==> config.mk <==
export PLATFORM = sky130hd
export DESIGN_NAME = rst_seq_top
export DESIGN_NICKNAME = d
export VERILOG_FILES = /design/src/rtl/rst_seq_pkg.sv /design/src/rtl/rst_seq_fsm.sv /design/src/rtl/rst_seq_phy_chan.sv /design/src/rtl/rst_seq_regs.sv /design/src/rtl/rst_seq_top.sv
export SDC_FILE = /design/constraint.sdc
export NUM_CORES = 1
export LEC_CHECK = 0
export ABC_AREA = 0
export BUFFER_PORTS_ARGS = -buffer_cell sky130_fd_sc_hd__buf_2
export CAP_MARGIN = 5
export CORE_MARGIN = 3
export CORE_UTILIZATION = 36
export CTS_CLUSTER_SIZE = 40
export DETAILED_ROUTE_END_ITERATION = 8
export REMOVE_ABC_BUFFERS = 1
export SLEW_MARGIN = 20
export SYNTH_ARGS = -nofsm -noshare
export SYNTH_HDL_FRONTEND = slang
export SYNTH_SLANG_ARGS = --single-unit
==> constraint.sdc <==
create_clock -name clk -period 13.8 [get_ports clk]
set_clock_uncertainty 0.2 [all_clocks]
set_input_delay 1.38 -clock clk [delete_from_list [all_inputs] [get_ports clk]]
set_output_delay 1.38 -clock clk [all_outputs]
set_load 0.1 [all_outputs]
==> src/rtl/rst_seq_pkg.sv <==
package rst_seq_pkg;
  typedef enum logic [1:0] {
    ST_PIN  = 2'd0,
    ST_DIG  = 2'd1,
    ST_LOAD = 2'd2,
    ST_RDY  = 2'd3
  } seq_state_e;

  localparam int unsigned ADDR_PROBE = 0;
  localparam int unsigned ADDR_CFG   = 1;
  localparam int unsigned ADDR_CTL   = 2;
  localparam int unsigned ADDR_KEEP  = 3;
  localparam int unsigned ADDR_SOFT  = 4;

  localparam logic [31:0] PROBE_WORD = 32'h1F2E_3D4C;
endpackage

==> src/rtl/rst_seq_fsm.sv <==
module rst_seq_fsm
  import rst_seq_pkg::*;
#(
  parameter int unsigned BASE_CYCLES     = 38000,
  parameter int unsigned PER_BYTE_CYCLES = 4550
) (
  input  logic       clk,
  input  logic       rst_n,
  input  logic       dig_req,
  input  logic       ldr_empty,
  input  logic       ldr_done,
  output seq_state_e state_o,
  output logic       ldr_start,
  output logic       ldr_tick
);
  localparam int unsigned CNT_MAX = (BASE_CYCLES > PER_BYTE_CYCLES) ? BASE_CYCLES : PER_BYTE_CYCLES;
  localparam int unsigned CNT_W   = $clog2(CNT_MAX + 1);
  localparam logic [CNT_W-1:0] BASE_LAST = CNT_W'(BASE_CYCLES - 1);
  localparam logic [CNT_W-1:0] BYTE_LAST = CNT_W'(PER_BYTE_CYCLES - 1);

  seq_state_e       state_q, state_d;
  logic [CNT_W-1:0] cnt_q, cnt_d;
  logic             start_q, start_d;

  // next-state process
  always_comb begin
    state_d = state_q;
    cnt_d   = cnt_q;
    start_d = 1'b0;
    case (state_q)
      ST_PIN, ST_DIG: begin
        if (cnt_q == BASE_LAST) begin
          cnt_d = '0;
          if (ldr_empty) begin
            state_d = ST_RDY;
          end else begin
            state_d = ST_LOAD;
            start_d = 1'b1;
          end
        end else begin
          cnt_d = cnt_q + CNT_W'(1);
        end
      end
      ST_LOAD: begin
        if (ldr_done) begin
          state_d = ST_RDY;
          cnt_d   = '0;
        end else if (cnt_q == BYTE_LAST) begin
          cnt_d = '0;
        end else begin
          cnt_d = cnt_q + CNT_W'(1);
        end
      end
      default: begin
        cnt_d = '0;
        if (dig_req) state_d = ST_DIG;
      end
    endcase
  end

  // register process
  always_ff @(posedge clk or negedge rst_n) begin
    if (!rst_n) begin
      state_q <= ST_PIN;
      cnt_q   <= '0;
      start_q <= 1'b0;
    end else begin
      state_q <= state_d;
      cnt_q   <= cnt_d;
      start_q <= start_d;
    end
  end

  assign state_o   = state_q;
  assign ldr_start = start_q;
  assign ldr_tick  = (state_q == ST_LOAD) && (cnt_q == BYTE_LAST);
endmodule

==> src/rtl/rst_seq_phy_chan.sv <==
module rst_seq_phy_chan #(
  parameter int unsigned PHY_CYCLES = 2000
) (
  input  logic clk,
  input  logic rst_n,
  input  logic start,
  output logic busy
);
  localparam int unsigned CNT_W = $clog2(PHY_CYCLES + 1);
  localparam logic [CNT_W-1:0] LAST = CNT_W'(PHY_CYCLES - 1);

  logic             busy_q, busy_d;
  logic [CNT_W-1:0] cnt_q, cnt_d;

  always_comb begin
    busy_d = busy_q;
    cnt_d  = cnt_q;
    if (busy_q) begin
      if (cnt_q == LAST) begin
        busy_d = 1'b0;
        cnt_d  = '0;
      end else begin
        cnt_d = cnt_q + CNT_W'(1);
      end
    end else if (start) begin
      busy_d = 1'b1;
      cnt_d  = '0;
    end
  end

  always_ff @(posedge clk or negedge rst_n) begin
    if (!rst_n) begin
      busy_q <= 1'b0;
      cnt_q  <= '0;
    end else begin
      busy_q <= busy_d;
      cnt_q  <= cnt_d;
    end
  end

  assign busy = busy_q;
endmodule

==> src/rtl/rst_seq_regs.sv <==
module rst_seq_regs
  import rst_seq_pkg::*;
#(
  parameter int unsigned N_PHY   = 3,
  parameter int unsigned STRAP_W = 4,
  parameter int unsigned ADDR_W  = 4
) (
  input  logic               clk,
  input  logic               rst_n,
  input  logic               ready,
  input  logic               pin_phase,
  input  logic               dig_phase,
  input  logic [STRAP_W-1:0] strap_in,
  input  logic [N_PHY-1:0]   phy_busy,
  input  logic               reg_rd,
  input  logic               reg_wr,
  input  logic [ADDR_W-1:0]  reg_addr,
  input  logic [31:0]        reg_wdata,
  output logic               dig_req,
  output logic [N_PHY-1:0]   phy_req,
  output logic [31:0]        reg_rdata,
  output logic               reg_rerr,
  output logic               reg_rvalid,
  output logic [STRAP_W-1:0] strap_q,
  output logic [31:0]        keep_q
);
  logic        wr_ok, ctl_hit, keep_en, soft_en, whitelist, allowed;
  logic [31:0] soft_q, rd_word, cfg_word, ctl_word;
  logic [31:0] rdata_q;
  logic        rerr_q, rvalid_q;

  assign wr_ok     = reg_wr & ready;
  assign ctl_hit   = (reg_addr == ADDR_W'(ADDR_CTL));
  assign dig_req   = wr_ok & ctl_hit & reg_wdata[0];
  assign phy_req   = (wr_ok & ctl_hit) ? reg_wdata[N_PHY:1] : '0;
  assign keep_en   = wr_ok & (reg_addr == ADDR_W'(ADDR_KEEP));
  assign soft_en   = wr_ok & (reg_addr == ADDR_W'(ADDR_SOFT));
  assign whitelist = (reg_addr == ADDR_W'(ADDR_PROBE)) |
                     (reg_addr == ADDR_W'(ADDR_CFG)) | ctl_hit;
  assign allowed   = whitelist | ready;

  always_comb begin
    cfg_word = '0;
    cfg_word[STRAP_W-1:0] = strap_q;
    cfg_word[31] = ready;
    ctl_word = '0;
    ctl_word[0] = ~ready;
    ctl_word[N_PHY:1] = phy_busy;
    if (reg_addr == ADDR_W'(ADDR_PROBE))     rd_word = pin_phase ? 32'd0 : PROBE_WORD;
    else if (reg_addr == ADDR_W'(ADDR_CFG))  rd_word = cfg_word;
    else if (ctl_hit)                        rd_word = ctl_word;
    else if (reg_addr == ADDR_W'(ADDR_KEEP)) rd_word = keep_q;
    else if (reg_addr == ADDR_W'(ADDR_SOFT)) rd_word = soft_q;
    else                                     rd_word = '0;
  end

  // straps: loaded only in the pin base phase
  always_ff @(posedge clk or negedge rst_n) begin
    if (!rst_n)         strap_q <= '0;
    else if (pin_phase) strap_q <= strap_in;
  end

  // kept through digital reset
  always_ff @(posedge clk or negedge rst_n) begin
    if (!rst_n)       keep_q <= '0;
    else if (keep_en) keep_q <= reg_wdata;
  end

  // cleared by digital reset
  always_ff @(posedge clk or negedge rst_n) begin
    if (!rst_n)         soft_q <= '0;
    else if (dig_phase) soft_q <= '0;
    else if (soft_en)   soft_q <= reg_wdata;
  end

  always_ff @(posedge clk or negedge rst_n) begin
    if (!rst_n) begin
      rdata_q  <= '0;
      rerr_q   <= 1'b0;
      rvalid_q <= 1'b0;
    end else begin
      rvalid_q <= reg_rd;
      rerr_q   <= reg_rd & ~allowed;
      if (reg_rd) rdata_q <= allowed ? rd_word : 32'd0;
    end
  end

  assign reg_rdata  = rdata_q;
  assign reg_rerr   = rerr_q;
  assign reg_rvalid = rvalid_q;
endmodule

==> src/rtl/rst_seq_top.sv <==
module rst_seq_top
  import rst_seq_pkg::*;
#(
  parameter int unsigned N_PHY           = 3,
  parameter int unsigned STRAP_W         = 4,
  parameter int unsigned ADDR_W          = 4,
  parameter int unsigned BASE_CYCLES     = 38000,
  parameter int unsigned PER_BYTE_CYCLES = 4550,
  parameter int unsigned PHY_CYCLES      = 2000
) (
  input  logic               clk,
  input  logic               rst_n,
  input  logic [STRAP_W-1:0] strap_in,
  input  logic               ldr_empty,
  input  logic               ldr_done,
  input  logic               reg_rd,
  input  logic               reg_wr,
  input  logic [ADDR_W-1:0]  reg_addr,
  input  logic [31:0]        reg_wdata,
  output logic               core_rst_n,
  output logic [N_PHY-1:0]   phy_rst_n,
  output logic               ready,
  output logic               ldr_start,
  output logic               ldr_tick,
  output logic [31:0]        reg_rdata,
  output logic               reg_rerr,
  output logic               reg_rvalid
);
  logic [1:0]         sync_q;
  logic               rst_sync_n;
  seq_state_e         state;
  logic               pin_phase, dig_phase, dig_req;
  logic [N_PHY-1:0]   phy_req, phy_busy;
  logic [STRAP_W-1:0] strap_q;
  logic [31:0]        keep_q;

  // asynchronous assert, synchronous release
  always_ff @(posedge clk or negedge rst_n) begin
    if (!rst_n) sync_q <= 2'b00;
    else        sync_q <= {sync_q[0], 1'b1};
  end
  assign rst_sync_n = sync_q[1];

  rst_seq_fsm #(
    .BASE_CYCLES    (BASE_CYCLES),
    .PER_BYTE_CYCLES(PER_BYTE_CYCLES)
  ) u_fsm (
    .clk      (clk),
    .rst_n    (rst_sync_n),
    .dig_req  (dig_req),
    .ldr_empty(ldr_empty),
    .ldr_done (ldr_done),
    .state_o  (state),
    .ldr_start(ldr_start),
    .ldr_tick (ldr_tick)
  );

  assign pin_phase  = (state == ST_PIN);
  assign dig_phase  = (state == ST_DIG);
  assign core_rst_n = ~(pin_phase | dig_phase);
  assign ready      = (state == ST_RDY);

  for (genvar k = 0; k < N_PHY; k++) begin : g_phy
    rst_seq_phy_chan #(.PHY_CYCLES(PHY_CYCLES)) u_chan (
      .clk  (clk),
      .rst_n(rst_sync_n),
      .start(phy_req[k]),
      .busy (phy_busy[k])
    );
    assign phy_rst_n[k] = ~(phy_busy[k] | pin_phase);
  end

  rst_seq_regs #(
    .N_PHY  (N_PHY),
    .STRAP_W(STRAP_W),
    .ADDR_W (ADDR_W)
  ) u_regs (
    .clk       (clk),
    .rst_n     (rst_sync_n),
    .ready     (ready),
    .pin_phase (pin_phase),
    .dig_phase (dig_phase),
    .strap_in  (strap_in),
    .phy_busy  (phy_busy),
    .reg_rd    (reg_rd),
    .reg_wr    (reg_wr),
    .reg_addr  (reg_addr),
    .reg_wdata (reg_wdata),
    .dig_req   (dig_req),
    .phy_req   (phy_req),
    .reg_rdata (reg_rdata),
    .reg_rerr  (reg_rerr),
    .reg_rvalid(reg_rvalid),
    .strap_q   (strap_q),
    .keep_q    (keep_q)
  );
endmodule

==> summary.txt <==
Logic synthesis
  – Synth Area in XOR/XNOR: 1.31%
  – EDFF count, synth: 0
  – Async S/R FF share, synth: 100%
  – Synth warn: 0
  – #FFs+latches synth: 159
  – Mean Syn Cell Area: 10.8 µm²
  – Syn Inst Count: 685
  – Post-Syn Area: 7380 µm²
  – Seq/Total Area, Yosys: 53.9%
  – Post-Synth Adder-Cell Area: 0.848%
  – Multiplexer share of the synthesized area: 6.17%
  – Commonest register cell after synthesis: dfrtp_1
  – Post-synthesis compound-gate area fraction: 19.2%
  – Synth unique cells: 71
  – Main combinational cell family by area after synthesis: compound AO/OA/AOI/OAI gates
  – Fraction of the mapped netlist area in simple logic gates: 13.8%

Placed design
  – Port bufs: 86
  – Hpwl dp: 11.6 mm
  – GPL Wtd Cong: 0.798
  – Placed insts: 1005

Power and ir drop
  – Net Sw Power: 382 µW
  – Comb power frac: 17.3%
  – Int Pwr: 846 µW
  – PwrDens: 143 nW/µm²
  – Sequential power share: 45.7%
  – Worst vdd ir: 0.0944 mV
  – Switching share of total power: 31.1%
  – Clk pwr share: 37.0%
  – Leakage Power: 0.00377 µW

Floorplanning
  – FP Rows: 51
  – IO Pins: 87
  – DIE AREA: 22300 µm²
  – Die height: 149 µm
  – Core ar.: 19800 µm²
  – Die Wd: 149 µm
  – Initial Util: 37.3%

Layout
  – Fin nets: 810
  – Commonest non-fill, non-tap cell in the layout: dfrtp_1
  – Commonest cells after routing, fill and taps aside: 158 x dfrtp_1, 86 x buf_2, 43 x inv_1
  – Non-filler cells, final: 1037
  – Fill cell count: 1886
  – Antenna diode count: 0
  – P&R area growth vs syn: 16.6%
  – Layout cells sized above 1: 23.3%

CTS
  – Worst skew pair latency: 0.42 ns
  – Hold_buf cts: 0
  – Clock sink count: 159
  – Clk buf depth: 2
  – CTS tree: done
  – Num CTS Buffers: 17
  – H-tree Lvls: 4
  – Cts repair resizes: 0
  – Post-CTS Setup Repair Bufs: 0
  – Clk root buf: clkbuf_16
  – Clock-pin slew on the worst setup and hold paths: 0.06 ns

Global route
  – Vias in the first global route: 5362
  – Antenna violations before repair: 0
  – All-Layer GR Usage: 15.7%
  – First-pass GRT wire length: 28.2 mm
  – Largest net degree at the start of global routing: 67
  – Global route overflow: 0

Worst setup path
  – Worst path arrival time: 4.12 ns
  – Crit Path Class: in -> reg
  – Crit end category: register
  – Startpoint Class: primary input
  – CP required: 13.90 ns
  – Critical Path Fanout Max: 33

Detailed routing
  – Total Wirelength: 17.0 mm
  – Initial drt markers: 287
  – Via/cell ratio: 5.27
  – WL/cell: 16.4 µm
  – First-pass iteration count of the detailed router: 5
  – Vias: 5464
  – ANT nets after route: 0
  – Number of remaining DRC errors: 0

Timing
  – Relative slew margins: 34.8%
  – Final worst path period share: 29.1%
  – Minimum clock period: 4.02 ns
  – RSZ-0062 raised after global routing: false
  – Endpoints failing setup: 0
  – Hold Fails Final Rpt: 0
  – Worst-Margin Slew: 0.978 ns
  – FMAX: 0.249 GHz
  – Setup_tns: 0 ns
  – Slew Limit Fails: 0

Job
  – Max-cap violation count: 0

Min path
  – Hold WC Path Type: reg -> async

Status
  – Status: completed
## Yosys cell counts, types with 4 or more instances
library cell | instances | area, µm²
nand2_1 | 42 | 158
buf_2 | 7 | 35.0
nor2_1 | 30 | 113
a22oi_1 | 22 | 165
xor2_1 | 6 | 52.6
nand2b_1 | 23 | 144
a22o_1 | 36 | 315
and2_1 | 8 | 50.1
a21o_1 | 5 | 37.5
a31oi_1 | 19 | 119
clkbuf_1 | 26 | 97.6
nor2b_1 | 7 | 43.8
nor4_1 | 4 | 25.0
nor3_1 | 19 | 95.1
dfrtp_1 | 159 | 3980
o22ai_1 | 27 | 169
nand4_1 | 6 | 37.5
mux2_2 | 35 | 394
o32ai_1 | 6 | 52.6
o21ai_0 | 22 | 110
a21oi_1 | 30 | 150
xnor2_1 | 5 | 43.8
nand3_1 | 17 | 85.1
mux2i_1 | 5 | 50.1
o31ai_1 | 5 | 37.5
ha_1 | 5 | 62.6
inv_1 | 43 | 161
## final timing paths
path                                       start                    to  slack [ns]  cells past startpoint
worst max register to register  u_fsm.state_o[1]     u_regs.soft_q[27]       11.11                      6
max in group asynchronous              sync_q[1]     u_regs.soft_q[23]       11.42                      2
min in group clk                       sync_q[0]             sync_q[1]        0.15                      0
worst min-delay path                   sync_q[1]  u_regs.reg_rdata[10]        0.04                      0
worst max-delay path                 reg_addr[2]     u_regs.soft_q[27]        9.78                      7
worst min register to register         sync_q[1]  u_regs.reg_rdata[10]        0.04                      0
## power groups by stage
stage	Sequential (µW)	Clock (µW)	Combinational, µW
2_1_floorplan	611	0	111
3_3_place_gp	569	0	211
3_5_place_dp	569	0	215
4_1_cts	562	468	215
5_1_grt	570	491	233
6_report	562	454	213
## state kept, by name (all words and copies together) (netlist names), 3 cells and up
register            flops
g_phy.u_chan.cnt_q     33
u_regs.keep_q          32
u_regs.reg_rdata       32
u_regs.soft_q          32
u_fsm.cnt_q            16
u_regs.strap_q          4
g_phy.u_chan.busy       3
## layout make-up
class | instances | area [µm²] | share of cell area [%]
Multi-Input combinational cell | 444 | 3070 | 35.6
Timing Repair Buffer | 94 | 490 | 5.70
Clock buffer | 19 | 443 | 5.15
Clock inverter | 13 | 129 | 1.50
Tap cell | 265 | 332 | 3.85
Sequential cell | 159 | 3980 | 46.3
Inverter | 43 | 161 | 1.88
## routing by layer
layer / routed length (µm) / up-vias / share of wire [%] / track usage [%]
li1: - / 2677 / - / -
met1: 8430 / 2654 / 50 / 22.9
met2: 7580 / 118 / 45 / 23.8
met3: 779 / 15 / 4.6 / 3.59
met4: 172 / 0 / 1.0 / 4.12
met5: 0 / - / 0 / 0
## through the flow
step                hold WS [ns]  util, %  power (µW)  setup slack (ns)  area (µm²)
CTS                       0.0641     43.5        1250              9.48        8600
global route              0.0795     43.5        1290              9.56        8610
global placement          0.0533     40.6         781              9.15        8030
detailed placement        0.0578     40.6         785              9.05        8030
finish                    0.0432     43.5        1230              9.78        8610
floorplan                  0.131        -         722              8.09        7200
## logic make-up after synthesis
family,after synthesis
other,1
buffers and inverters,82
AND/OR/NAND/NOR,186
adder cells (fa/ha/maj),5
AO/OA/AOI/OAI,200
multiplexers,41
XOR/XNOR,11
flip-flops,159
## critical path, cell delays in order
cell and delay, ns:
buf_2 0.52, nor4b_4 0.74, and2_1 0.47, buf_4 0.36, a21oi_2 0.16, buf_4 0.26, a22o_1 0.21
(Power assumes the default switching activity.)
